--- src/rtl/ser_cmd_rx_pkg.sv ---
package ser_cmd_rx_pkg;

  typedef enum logic [1:0] {
    ST_IDLE  = 2'd0,
    ST_DEB   = 2'd1,
    ST_SHIFT = 2'd2
  } rx_state_e;

endpackage

--- src/rtl/scr_sync.sv ---
module scr_sync #(
  parameter int              WIDTH   = 2,
  parameter int              STAGES  = 2,
  parameter logic [WIDTH-1:0] RST_VAL = '1
) (
  input  logic             clk,
  input  logic             rst_n,
  input  logic [WIDTH-1:0] d,
  output logic [WIDTH-1:0] q
);

  logic [STAGES-1:0][WIDTH-1:0] stg_q;

  always_ff @(posedge clk or negedge rst_n) begin
    if (!rst_n) begin
      stg_q <= {STAGES{RST_VAL}};
    end else begin
      stg_q[0] <= d;
      for (int i = 1; i < STAGES; i++) begin
        stg_q[i] <= stg_q[i-1];
      end
    end
  end

  assign q = stg_q[STAGES-1];

endmodule

--- src/rtl/scr_deb_timer.sv ---
module scr_deb_timer #(
  parameter int CYCLES = 32
) (
  input  logic clk,
  input  logic rst_n,
  input  logic run,
  output logic done
);

  localparam int CW = $clog2(CYCLES + 1);

  logic [CW-1:0] cnt_q, cnt_d;

  assign done = run && (cnt_q == CW'(CYCLES - 1));

  always_comb begin
    if (!run) begin
      cnt_d = '0;
    end else if (done) begin
      cnt_d = cnt_q;
    end else begin
      cnt_d = cnt_q + 1'b1;
    end
  end

  always_ff @(posedge clk or negedge rst_n) begin
    if (!rst_n) begin
      cnt_q <= '0;
    end else begin
      cnt_q <= cnt_d;
    end
  end

endmodule

--- src/rtl/scr_shift.sv ---
module scr_shift #(
  parameter  int W  = 8,
  localparam int CW = $clog2(W + 1)
) (
  input  logic          clk,
  input  logic          rst_n,
  input  logic          clr,
  input  logic          shift_en,
  input  logic          din,
  output logic [W-1:0]  word,
  output logic [CW-1:0] count,
  output logic          full
);

  logic [W-1:0]  word_q, word_d;
  logic [CW-1:0] cnt_q, cnt_d;

  assign full  = (cnt_q == CW'(W));
  assign word  = word_q;
  assign count = cnt_q;

  always_comb begin
    word_d = word_q;
    cnt_d  = cnt_q;
    if (clr) begin
      word_d = '0;
      cnt_d  = '0;
    end else if (shift_en && !full) begin
      word_d = {din, word_q[W-1:1]};
      cnt_d  = cnt_q + 1'b1;
    end
  end

  always_ff @(posedge clk or negedge rst_n) begin
    if (!rst_n) begin
      word_q <= '0;
      cnt_q  <= '0;
    end else begin
      word_q <= word_d;
      cnt_q  <= cnt_d;
    end
  end

endmodule

--- src/rtl/ser_cmd_rx.sv ---
module ser_cmd_rx
  import ser_cmd_rx_pkg::*;
#(
  parameter  int DATA_W      = 8,
  parameter  int DEB_CYCLES  = 32,
  parameter  int SYNC_STAGES = 2,
  localparam int CW          = $clog2(DATA_W + 1)
) (
  input  logic              clk,
  input  logic              rst_n,
  input  logic              data_i,
  input  logic              sclk_i,
  output logic [DATA_W-1:0] vec_o,
  output logic              vec_stb_o,
  output logic              busy_o
);

  // reset: asserted asynchronously, released on a clock edge
  logic rst_meta_q, rst_n_s;

  always_ff @(posedge clk or negedge rst_n) begin
    if (!rst_n) begin
      rst_meta_q <= 1'b0;
      rst_n_s    <= 1'b0;
    end else begin
      rst_meta_q <= 1'b1;
      rst_n_s    <= rst_meta_q;
    end
  end

  // line synchronizers, both lines idle high
  logic [1:0] line_s;
  logic       data_s, sclk_s;

  scr_sync #(
    .WIDTH   (2),
    .STAGES  (SYNC_STAGES),
    .RST_VAL (2'b11)
  ) u_sync (
    .clk   (clk),
    .rst_n (rst_n_s),
    .d     ({data_i, sclk_i}),
    .q     (line_s)
  );

  assign data_s = line_s[1];
  assign sclk_s = line_s[0];

  // edge history
  logic data_q, sclk_q;
  logic data_rise, sclk_rise;

  always_ff @(posedge clk or negedge rst_n_s) begin
    if (!rst_n_s) begin
      data_q <= 1'b1;
      sclk_q <= 1'b1;
    end else begin
      data_q <= data_s;
      sclk_q <= sclk_s;
    end
  end

  assign data_rise = data_s && !data_q;
  assign sclk_rise = sclk_s && !sclk_q;

  // state
  rx_state_e         state_q, state_d;
  logic [DATA_W-1:0] vec_q, vec_d;
  logic              stb_q, stb_d;

  // debounce window
  logic deb_run, deb_done;

  assign deb_run = (state_q == ST_DEB) && !data_s;

  scr_deb_timer #(
    .CYCLES (DEB_CYCLES)
  ) u_deb (
    .clk   (clk),
    .rst_n (rst_n_s),
    .run   (deb_run),
    .done  (deb_done)
  );

  // shift buffer
  logic [DATA_W-1:0] shift_word;
  logic [CW-1:0]     bit_cnt;
  logic              shift_full;
  logic              shift_en;

  assign shift_en = (state_q == ST_SHIFT) && sclk_rise;

  scr_shift #(
    .W (DATA_W)
  ) u_shift (
    .clk      (clk),
    .rst_n    (rst_n_s),
    .clr      (deb_done),
    .shift_en (shift_en),
    .din      (data_s),
    .word     (shift_word),
    .count    (bit_cnt),
    .full     (shift_full)
  );

  // frame sequencing
  always_comb begin
    state_d = state_q;
    vec_d   = vec_q;
    stb_d   = 1'b0;
    unique case (state_q)
      ST_IDLE: begin
        if (!data_s) state_d = ST_DEB;
      end
      ST_DEB: begin
        if (data_s) begin
          state_d = ST_IDLE;
        end else if (deb_done) begin
          state_d = ST_SHIFT;
        end
      end
      ST_SHIFT: begin
        if (shift_full && data_s) begin
          state_d = ST_IDLE;
          vec_d   = shift_word;
          stb_d   = 1'b1;
        end else if (data_rise && sclk_s) begin
          state_d = ST_IDLE;
        end
      end
      default: state_d = ST_IDLE;
    endcase
  end

  always_ff @(posedge clk or negedge rst_n_s) begin
    if (!rst_n_s) begin
      state_q <= ST_IDLE;
      vec_q   <= '0;
      stb_q   <= 1'b0;
    end else begin
      state_q <= state_d;
      vec_q   <= vec_d;
      stb_q   <= stb_d;
    end
  end

  assign vec_o     = vec_q;
  assign vec_stb_o = stb_q;
  assign busy_o    = (state_q == ST_IDLE);

endmodule

--- config.mk ---
export PLATFORM = sky130hd
export DESIGN_NAME = ser_cmd_rx
export DESIGN_NICKNAME = d
export VERILOG_FILES = /design/src/rtl/ser_cmd_rx_pkg.sv /design/src/rtl/scr_sync.sv /design/src/rtl/scr_deb_timer.sv /design/src/rtl/scr_shift.sv /design/src/rtl/ser_cmd_rx.sv
export SDC_FILE = /design/constraint.sdc
export NUM_CORES = 1
export LEC_CHECK = 0
export BUFFER_PORTS_ARGS = -buffer_cell sky130_fd_sc_hd__buf_2
export CORE_MARGIN = 3
export CORE_UTILIZATION = 55
export DETAILED_ROUTE_END_ITERATION = 8
export MAX_ROUTING_LAYER = met4
export PLACE_DENSITY_LB_ADDON = 0.08
export SLEW_MARGIN = 15
export SYNTH_ARGS = -nofsm -noshare
export SYNTH_HDL_FRONTEND = slang
export SYNTH_HIERARCHICAL = 1
export SYNTH_SLANG_ARGS = --single-unit
--- constraint.sdc ---
create_clock -name clk -period 1.3 [get_ports clk]
set_clock_uncertainty 0.1 [all_clocks]
set_input_delay 0.13 -clock clk [delete_from_list [all_inputs] [get_ports clk]]
set_output_delay 0.13 -clock clk [all_outputs]
set_load 0.005 [all_outputs]
==> results.sh, run 1 <==
export IMPL_drc=0
export IMPL_period_minus_slack_ns=1.61
export IMPL_holdCritPathClass="reg2async"
export IMPL_portBuffers=13
export IMPL_drtPass1Iterations=5
export IMPL_drive_above_1_share_pct=62.1
export IMPL_area_growth_pct=45.5
export IMPL_totalPowerFinal_mw=1.91
export IMPL_yosys_warnings=6
export IMPL_violations="setup timing"
export IMPL_synth_seq_cells=37
export IMPL_gp_congestion=0.872
export IMPL_grt_overflow=0
export IMPL_fill_cells=110
export IMPL_cts_sinks=37
export IMPL_cts_htree_levels=2
export IMPL_syn_avg_cell_area_um2=12.9
export IMPL_grt_usage_pct=25.8
export IMPL_ant_nets=0
export IMPL_cts_buffers=5
export IMPL_synth_nets=130
export IMPL_p_leak_nw=1.12
export IMPL_vias=1215
export IMPL_dp_cells=188
export IMPL_die_area_mm2=0.00356
export IMPL_cts_root_buf="clkbuf_4"
export IMPL_synth_cells=123
export IMPL_synth_seq_area_share_pct=59.0
export IMPL_grt_max_degree=36
export IMPL_synth_flop_cell="dfrtp_1"
export IMPL_nNetsFinal=188
export IMPL_setup_viol=28
export IMPL_avgViaCountPerCell=5.73
export IMPL_fp_dieH_um=59.6
export IMPL_crit_path_end_kind="flip-flop"
export IMPL_core_area_mm2=0.00261
export IMPL_synth_top_area_cell="dfrtp_1"
export IMPL_synth_top_cells_by_area="dfrtp_1 (49%), dfstp_2 (10%), mux2i_1 (6.3%)"
export IMPL_synth_cell_area_mm2=0.00158
export IMPL_rsz0062_at_grt="yes"
export IMPL_synthTopCellsByCount="dfrtp_1 (31), mux2i_1 (10), nand2b_1 (10)"
export IMPL_die_w_um=59.6
export IMPL_fin_hold_ws_ns=0.130
export IMPL_synthDistinctLibCells=35
export IMPL_fin_crit_sh_pct=124
export IMPL_grt_first_pass_wirelength_mm=6.13
export IMPL_yosysMostFrequentCell="dfrtp_1"
export IMPL_ir_worst_vdd_mv=1.00
export IMPL_reg2regPathDepth=6
export IMPL_fmax_mhz=623
export IMPL_hpwl_mm=2.14
export IMPL_row_count=18
export IMPL_diodes=0
export IMPL_start_kind="flip-flop"
export IMPL_cts_tree="built"
export IMPL_fin_cells=212
export IMPL_crit_fanout=3
export IMPL_power_density_mw_per_mm2=831
export IMPL_yosysTopAreaCellShare_pct=49.0
export IMPL_max_cap_violations=0
export IMPL_status="finished with violations"
export IMPL_start_util_pct=60.6
export IMPL_drtIter0Drc=82
export IMPL_ios=14
export IMPL_async_reset_ff_share_pct=100
export IMPL_worst_endpoint_arrival_ns=1.76
export IMPL_grt_pass1_vias=1288
export IMPL_clkLatencyLatePin_ns=0.36
export IMPL_slew_violations=0
export IMPL_antenna_found_initial=0
export IMPL_synth_edff_count=0
export IMPL_hold_viol_final=0
export IMPL_worstSetupPathType="reg2reg"
export IMPL_wl_per_cell_um=19.4
export IMPL_cts_buffer_depth=2
export IMPL_clk_pin_slew_worst_paths_ns=0.12
export IMPL_postLayoutSetupSlackWorst_ns=-0.306
export IMPL_crit_required_ns=1.46
export IMPL_wirelength_mm=4.12
==> layout make-up <==
type / count / area [µm²] / area share [%]
tap: 30 / 37.5 / 1.63
inverter: 4 / 17.5 / 0.760
clock inverter: 3 / 21.3 / 0.923
clock buffer: 5 / 37.5 / 1.63
timing repair buffer: 53 / 415 / 18.0
sequential: 37 / 935 / 40.6
multi-input combinational: 80 / 840 / 36.4
==> cell usage in the layout, fill, tap and decap left out, types with 4 or more instances in the layout <==
cell / n
buf_4: 30
dfrtp_1: 30
buf_2: 13
nand2b_4: 9
mux2_2: 7
dfstp_2: 6
mux2i_1: 6
nand2_1: 5
clkbuf_4: 5
and2_4: 4
dlygate4sd3_1: 4
buf_6: 4
mux2i_2: 4
==> worst max-delay path, cell delays in order, from the launching register on <==
cell     delay (ns)
dfrtp_1        0.41
ha_4           0.15
and4b_4        0.26
and2_4         0.17
nand2_1        0.07
o21a_1         0.20
o32ai_2        0.15
==> final timing paths <==
| kind | from | to | slack [ns] |
|---|---|---|---|
| min | rst_n_s$_DFF_PN0_ | vec_o[2]$_DFFE_PN0P_ | 0.13 |
| min reg2reg | rst_n_s$_DFF_PN0_ | vec_o[2]$_DFFE_PN0P_ | 0.13 |
| max in group asynchronous | rst_n | rst_n_s$_DFF_PN0_ | 0.43 |
| min in group clk | u_sync/stg_q[1]$_DFF_PN1_ | u_sync/q[1]$_DFF_PN1_ | 0.27 |
| max | u_deb/cnt_q[0]$_DFFE_PN0P_ | state_q[1]$_DFFE_PN0P_ | -0.31 |
| max reg2reg | u_deb/cnt_q[0]$_DFFE_PN0P_ | state_q[1]$_DFFE_PN0P_ | -0.31 |
==> what timing repair did <==
action                                  in CTS  in global routing
buffers inserted                             6                  5
pin swaps                                    7                  5
endpoints found under the setup margin      25                 29
hold buffers                                 4                  0
endpoints found under the hold margin        4                  0
gates cloned                                 2                  0
resized for setup                           20                  9
==> metrics by stage <==
step	instance area (µm²)	worst slack, ns	util [%]	TNS (ns)
floorplan	1700	-0.283	-	-3.79
global placement	1970	-0.191	75.4	-3.45
detailed placement	1970	-0.247	75.4	-4.36
CTS	2230	-0.217	85.2	-3.48
global route	2300	-0.361	88.2	-6.30
finish	2300	-0.306	88.2	-4.67
==> cell families (layout without fill, tap and decap cells) <==
kind of cell / after synthesis / count (layout) / synth area share, %
other: 1 / 1 / 0.237
xor gates and xnor gates: 1 / 1 / 0.553
buffers and inverters: 8 / 65 / 2.45
DFF: 37 / 37 / 59.0
muxes: 18 / 18 / 12.0
adders and majority gates: 3 / 3 / 2.37
and+or+nand+nor: 40 / 42 / 17.2
AOI/OAI and AO/OA: 15 / 15 / 6.17
==> routing by layer <==
layer	track usage, %	part of all wire, %	vias up
li1	-	-	551
met1	27.8	42	606
met2	42.1	51	47
met3	8.28	4.7	11
met4	13.0	2.5	0
met5	-	0	-
==> report_power, final <==
group          total (mW)  internal [mW]  leakage (nW)  switching [mW]
registers            1.19           1.18         0.487          0.0146
logic              0.0965         0.0482         0.602          0.0482
clock network       0.627          0.214        0.0316           0.413
==> registers in the layout, summed over array words and instances (netlist names), 2 cells and up <==
signal / count
state_q: 2
u_deb/cnt_q: 6
u_shift/count: 4
u_shift/word: 8
u_sync/q: 2
u_sync/stg_q: 2
vec_o: 8
Power figures use the tool's default switching activity.
==> run 2, diff against run 1 <==
--- a/config.mk
+++ b/config.mk
@@ -10,8 +10,8 @@
 export CORE_UTILIZATION = 55
 export DETAILED_ROUTE_END_ITERATION = 8
 export MAX_ROUTING_LAYER = met4
-export PLACE_DENSITY_LB_ADDON = 0.08
-export SLEW_MARGIN = 15
+export PLACE_DENSITY = 0.75
+export SLEW_MARGIN = 25
 export SYNTH_ARGS = -nofsm -noshare
 export SYNTH_HDL_FRONTEND = slang
 export SYNTH_HIERARCHICAL = 1
==> run 2 against run 1 <==
Against the previous run: the flow still finishes with violations (setup timing); first-iteration DRC count shrank 39%; critical path depth shrank 1; worst hold slack lost 0.0090 ns; cell count shrank 0.94%; die area is the same; critical path type unchanged; largest power group unchanged.
==> results.sh, run 2 (synthesis gave the netlist of run 1 again) <==
export IMPL_clock_power_share_pct=31.2
export IMPL_worst_endpoint_arrival_ns=1.79
export IMPL_fin_crit_sh_pct=124
export IMPL_ant_nets=0
export IMPL_diodes=0
export IMPL_start_util_pct=60.6
export IMPL_holdCritPathClass="reg2async"
export IMPL_antenna_found_initial=0
export IMPL_grt_pass1_vias=1231
export IMPL_drtIter0Drc=50
export IMPL_crit_end="u_shift/count[2]$_DFFE_PN0P_"
export IMPL_start_kind="flip-flop"
export IMPL_r2r_end="u_shift/count[2]$_DFFE_PN0P_"
export IMPL_status="finished with violations"
export IMPL_combPwrFrac_pct=4.8
export IMPL_ir_worst_vdd_mv=0.898
export IMPL_violations="setup timing"
export IMPL_power_density_mw_per_mm2=850
export IMPL_hpwl_mm=2.23
export IMPL_drc=0
export IMPL_slew_violations=0
export IMPL_fp_dieH_um=59.6
export IMPL_worstSetupPathType="reg2reg"
export IMPL_utilization_pct=83.7
export IMPL_p_leak_nw=1.10
export IMPL_wl_per_cell_um=16.6
export IMPL_grt_overflow=0
export IMPL_avgViaCountPerCell=5.48
export IMPL_crit_path_end_kind="flip-flop"
export IMPL_layout_common_cells="buf_4 (30), dfrtp_1 (30), buf_2 (13)"
export IMPL_reg2reg_slack_ns=-0.31
export IMPL_p_int_mw=1.42
export IMPL_drtPass1Iterations=4
export IMPL_clkLatencyLatePin_ns=0.34
export IMPL_grt_first_pass_wirelength_mm=5.61
export IMPL_gp_congestion=0.890
export IMPL_crit_start="state_q[0]$_DFFE_PN0P_"
export IMPL_cts_sinks=37
export IMPL_cts_buffers=5
export IMPL_vias=1151
export IMPL_nNetsFinal=186
export IMPL_dp_cells=190
export IMPL_grt_max_degree=21
export IMPL_totalPowerFinal_mw=1.86
export IMPL_clk_pin_slew_worst_paths_ns=0.12
export IMPL_fin_cells=210
export IMPL_max_stage_delay_ns=0.41
export IMPL_hold_viol_final=0
export IMPL_ios=14
export IMPL_cts_buffer_depth=2
export IMPL_die_w_um=59.6
export IMPL_period_minus_slack_ns=1.61
export IMPL_cts_root_buf="clkbuf_4"
export IMPL_setup_viol=28
export IMPL_crit_fanout=2
export IMPL_crit_chain="nand2b_4, nor3b_4, nand2_2, or3b_4, a21oi_2"
export IMPL_fmax_mhz=620
export IMPL_crit_required_ns=1.48
export IMPL_drive_above_1_share_pct=55.6
export IMPL_critPathSlowestCell="dfrtp_1"
export IMPL_core_area_mm2=0.00261
export IMPL_r2r_start="state_q[0]$_DFFE_PN0P_"
export IMPL_portBuffers=13
export IMPL_p_sw_share_pct=23.4
export IMPL_pwr_share_seq_pct=64.0
export IMPL_cts_tree="built"
export IMPL_max_cap_violations=0
export IMPL_die_area_mm2=0.00356
export IMPL_cts_htree_levels=2
export IMPL_row_count=18
export IMPL_reg2regPathDepth=5
export IMPL_wirelength_mm=3.50
export IMPL_postLayoutSetupSlackWorst_ns=-0.313
export IMPL_grt_usage_pct=23.2
export IMPL_rsz0062_at_grt="yes"
export IMPL_p_switching_mw=0.434
export IMPL_area_growth_pct=38.2
run 2: cell types whose count changed in the layout (fill, tap and decap cells not counted), sizes merged:
cell	previous run	this run
clkinv	1	2
buf	49	47
inv	5	4
run 2: through the flow:
stage	area, µm²	TNS, ns	worst slack [ns]	hold WS [ns]
2_1_floorplan	1700	-3.79	-0.283	-0.266
3_3_place_gp	1970	-3.98	-0.230	-0.185
3_5_place_dp	1970	-4.97	-0.299	-0.181
4_1_cts	2170	-4.60	-0.272	0.107
5_1_grt	2190	-6.37	-0.325	0.135
6_report	2190	-4.82	-0.313	0.121
run 2: metal layers:
| metal | wire length (µm) | vias up | GRT usage [%] |
|---|---|---|---|
| met2 | 1870 | 19 | 39.2 |
| met4 | 66 | 0 | 9.18 |
| met1 | 1480 | 580 | 26.0 |
| met5 | 0 | - | - |
| met3 | 83 | 7 | 5.88 |
| li1 | - | 545 | - |
run 2: power by group through the flow:
stage | clock network (mW) | registers, mW | logic (mW)
after floorplan | 0 | 1.22 | 0.0276
after CTS | 0.603 | 1.19 | 0.0897
after global placement | 0 | 1.21 | 0.0701
after detailed placement | 0 | 1.21 | 0.0735
final | 0.580 | 1.19 | 0.0890
after global routing | 0.653 | 1.19 | 0.0984
run 2: worst min-delay path by stage:
| stage | from | endpoint | slack (ns) | cells after the start |
|---|---|---|---|---|
| 5_1_grt | rst_n_s$_DFF_PN0_ | u_deb/cnt_q[0]$_DFFE_PN0P_ | 0.13 | 1 |
| 4_1_cts | rst_n_s$_DFF_PN0_ | state_q[0]$_DFFE_PN0P_ | 0.11 | 1 |
| 3_3_place_gp | rst_n | rst_meta_q$_DFF_PN0_ | -0.19 | 1 |
| 6_report | rst_n_s$_DFF_PN0_ | u_deb/cnt_q[1]$_DFFE_PN0P_ | 0.12 | 1 |
| 3_5_place_dp | rst_n | rst_meta_q$_DFF_PN0_ | -0.18 | 1 |
| 2_1_floorplan | rst_n | rst_meta_q$_DFF_PN0_ | -0.27 | 0 |
run 2: cell type report:
| type | count | area [µm²] |
|---|---|---|
| clock buffer | 5 | 37.5 |
| tap | 30 | 37.5 |
| timing repair buffer | 51 | 375 |
| inverter | 4 | 17.5 |
| sequential | 37 | 935 |
| multi-input combinational | 80 | 767 |
| clock inverter | 3 | 17.5 |
| fill | 139 | 425 |
run 2: critical path, delay by kind of cell, from the launching register on:
| family | cells | cell delay, ns |
|---|---|---|
| simple gates | 4 | 0.91 |
| flops | 1 | 0.41 |
| compound gates | 1 | 0.12 |
run 2: what timing repair did:
action / CTS / global route
endpoints found under the hold margin: 4 / 0
hold buffers: 4 / 0
resized for setup: 13 / 1
setup endpoints to repair: 26 / 30
gates cloned: 2 / 0
pin swaps: 5 / 1
buffers inserted: 6 / 1
==> run 3, diff against run 2 <==
--- a/config.mk
+++ b/config.mk
@@ -7,10 +7,9 @@
 export LEC_CHECK = 0
 export BUFFER_PORTS_ARGS = -buffer_cell sky130_fd_sc_hd__buf_2
 export CORE_MARGIN = 3
-export CORE_UTILIZATION = 55
+export CORE_UTILIZATION = 42
 export DETAILED_ROUTE_END_ITERATION = 8
 export MAX_ROUTING_LAYER = met4
-export PLACE_DENSITY = 0.75
 export SLEW_MARGIN = 25
 export SYNTH_ARGS = -nofsm -noshare
 export SYNTH_HDL_FRONTEND = slang
==> run 3 against run 2 <==
Against the previous run: the run still ends with setup timing left; largest cell class unchanged; die area up 28%; worst hold slack lost 0.062 ns; clock-buffer cell count rose by 1; register-to-register slack improved by 0.07 ns; fmax is 4.5% higher.
==> results.sh, run 3 (synthesis gave the netlist of run 1 again) <==
export IMPL_holdCritPathClass="in2async"
export IMPL_grt_usage_pct=17.4
export IMPL_crit_path_end_kind="flip-flop"
export IMPL_crit_required_ns=1.41
export IMPL_finalSetupTns_ns=-3.76
export IMPL_cts_htree_levels=2
export IMPL_slew_violations=0
export IMPL_vias=1146
export IMPL_grt_pass1_vias=1201
export IMPL_max_cap_violations=0
export IMPL_wl_per_cell_um=13.7
export IMPL_hpwl_mm=2.08
export IMPL_clkLatencyLatePin_ns=0.28
export IMPL_fin_cells=233
export IMPL_dp_cells=209
export IMPL_worstSetupPathType="reg2reg"
export IMPL_diodes=0
export IMPL_ir_worst_vdd_mv=0.793
export IMPL_gp_congestion=0.767
export IMPL_postLayoutSetupSlackWorst_ns=-0.243
export IMPL_portBuffers=13
export IMPL_status="finished with violations"
export IMPL_p_leak_nw=1.17
export IMPL_fill_cells=258
export IMPL_r2r_end="u_shift/count[2]$_DFFE_PN0P_"
export IMPL_reg2reg_slack_ns=-0.24
export IMPL_ios=14
export IMPL_period_minus_slack_ns=1.54
export IMPL_die_w_um=67.4
export IMPL_fmax_mhz=648
export IMPL_rsz0062_at_grt="yes"
export IMPL_avgViaCountPerCell=4.92
export IMPL_nNetsFinal=193
export IMPL_start_kind="flip-flop"
export IMPL_cts_tree="built"
export IMPL_cts_root_buf="clkbuf_8"
export IMPL_crit_fanout=4
export IMPL_drive_above_1_share_pct=57.2
export IMPL_die_area_mm2=0.00454
export IMPL_fin_hold_ws_ns=0.0589
export IMPL_grt_first_pass_wirelength_mm=5.58
export IMPL_final_common_cell="buf_4"
export IMPL_area_growth_pct=47.7
export IMPL_row_count=21
export IMPL_grt_overflow=0
export IMPL_cts_buffer_depth=2
export IMPL_start_util_pct=45.6
export IMPL_finalInstanceArea_mm2=0.00234
export IMPL_fp_dieH_um=67.4
export IMPL_violations="setup timing"
export IMPL_place_area_mm2=0.00204
export IMPL_r2r_start="u_sync/q[0]$_DFF_PN1_"
export IMPL_hold_viol_final=0
export IMPL_drc=0
export IMPL_wirelength_mm=3.19
export IMPL_utilization_pct=67.4
export IMPL_grt_max_degree=36
export IMPL_ant_nets=0
export IMPL_cts_sinks=37
export IMPL_cts_buffers=5
export IMPL_setup_viol=29
export IMPL_worst_endpoint_arrival_ns=1.66
export IMPL_power_density_mw_per_mm2=871
export IMPL_core_area_mm2=0.00347
export IMPL_reg2regPathDepth=5
export IMPL_antenna_found_initial=0
export IMPL_drtIter0Drc=49
export IMPL_clk_pin_slew_worst_paths_ns=0.07
export IMPL_fin_crit_sh_pct=119
export IMPL_layout_common_cells="buf_4 (32), dfrtp_1 (30), buf_2 (13)"
export IMPL_drtPass1Iterations=4
run 3: report_power, final:
group / switching (mW) / internal, mW / leakage, nW / total (mW)
combinational: 0.0467 / 0.0486 / 0.643 / 0.0953
clock: 0.382 / 0.371 / 0.0450 / 0.753
sequential: 0.0120 / 1.18 / 0.487 / 1.19
run 3: worst max-delay path by stage:
stage / startpoint / to / slack [ns] / cells after the start
5_1_grt: u_sync/q[0]$_DFF_PN1_ / u_shift/count[2]$_DFFE_PN0P_ / -0.30 / 5
4_1_cts: u_sync/q[0]$_DFF_PN1_ / u_shift/count[2]$_DFFE_PN0P_ / -0.26 / 5
2_1_floorplan: u_sync/q[0]$_DFF_PN1_ / u_shift/count[2]$_DFFE_PN0P_ / -0.28 / 6
3_5_place_dp: u_sync/q[0]$_DFF_PN1_ / u_shift/count[2]$_DFFE_PN0P_ / -0.26 / 5
3_3_place_gp: u_sync/q[0]$_DFF_PN1_ / u_shift/count[2]$_DFFE_PN0P_ / -0.23 / 5
6_report: u_sync/q[0]$_DFF_PN1_ / u_shift/count[2]$_DFFE_PN0P_ / -0.24 / 5
run 3: per-stage QoR:
step | power [mW] | worst slack (ns)
3_3_place_gp | 1.28 | -0.227
3_5_place_dp | 1.28 | -0.263
5_1_grt | 2.14 | -0.301
6_report | 2.04 | -0.243
2_1_floorplan | 1.25 | -0.283
4_1_cts | 2.06 | -0.258
run 3: repair_timing:
action	in CTS	in global routing
endpoints found under the setup margin	23	29
hold buffers	3	0
pin swaps	12	3
gates cloned	2	0
resized for setup	22	1
setup buffers	12	4
hold endpoints to repair	4	0
run 3: layout make-up:
type	instances	area [µm²]	share of cell area (%)
clock buffer	6	72.6	3.10
sequential	37	935	40.0
timing repair buffer	58	457	19.5
tap	46	57.6	2.46
multi-input combinational	80	790	33.8
clock inverter	2	10.0	0.428
inverter	4	17.5	0.749
run 3: worst max-delay path, stage by stage (launching register included):
cell and delay (ns):
dfstp_2 0.53, nor3b_2 0.15, buf_4 0.15, nand2_2 0.05
or3b_1 0.36, a21oi_2 0.14
run 3: routing by layer:
metal	vias up	track usage [%]	routed length [µm]
met5	-	-	0
met4	0	6.84	40
met3	4	3.99	90
met2	17	28.1	1590
met1	563	21.2	1470
li1	562	-	-
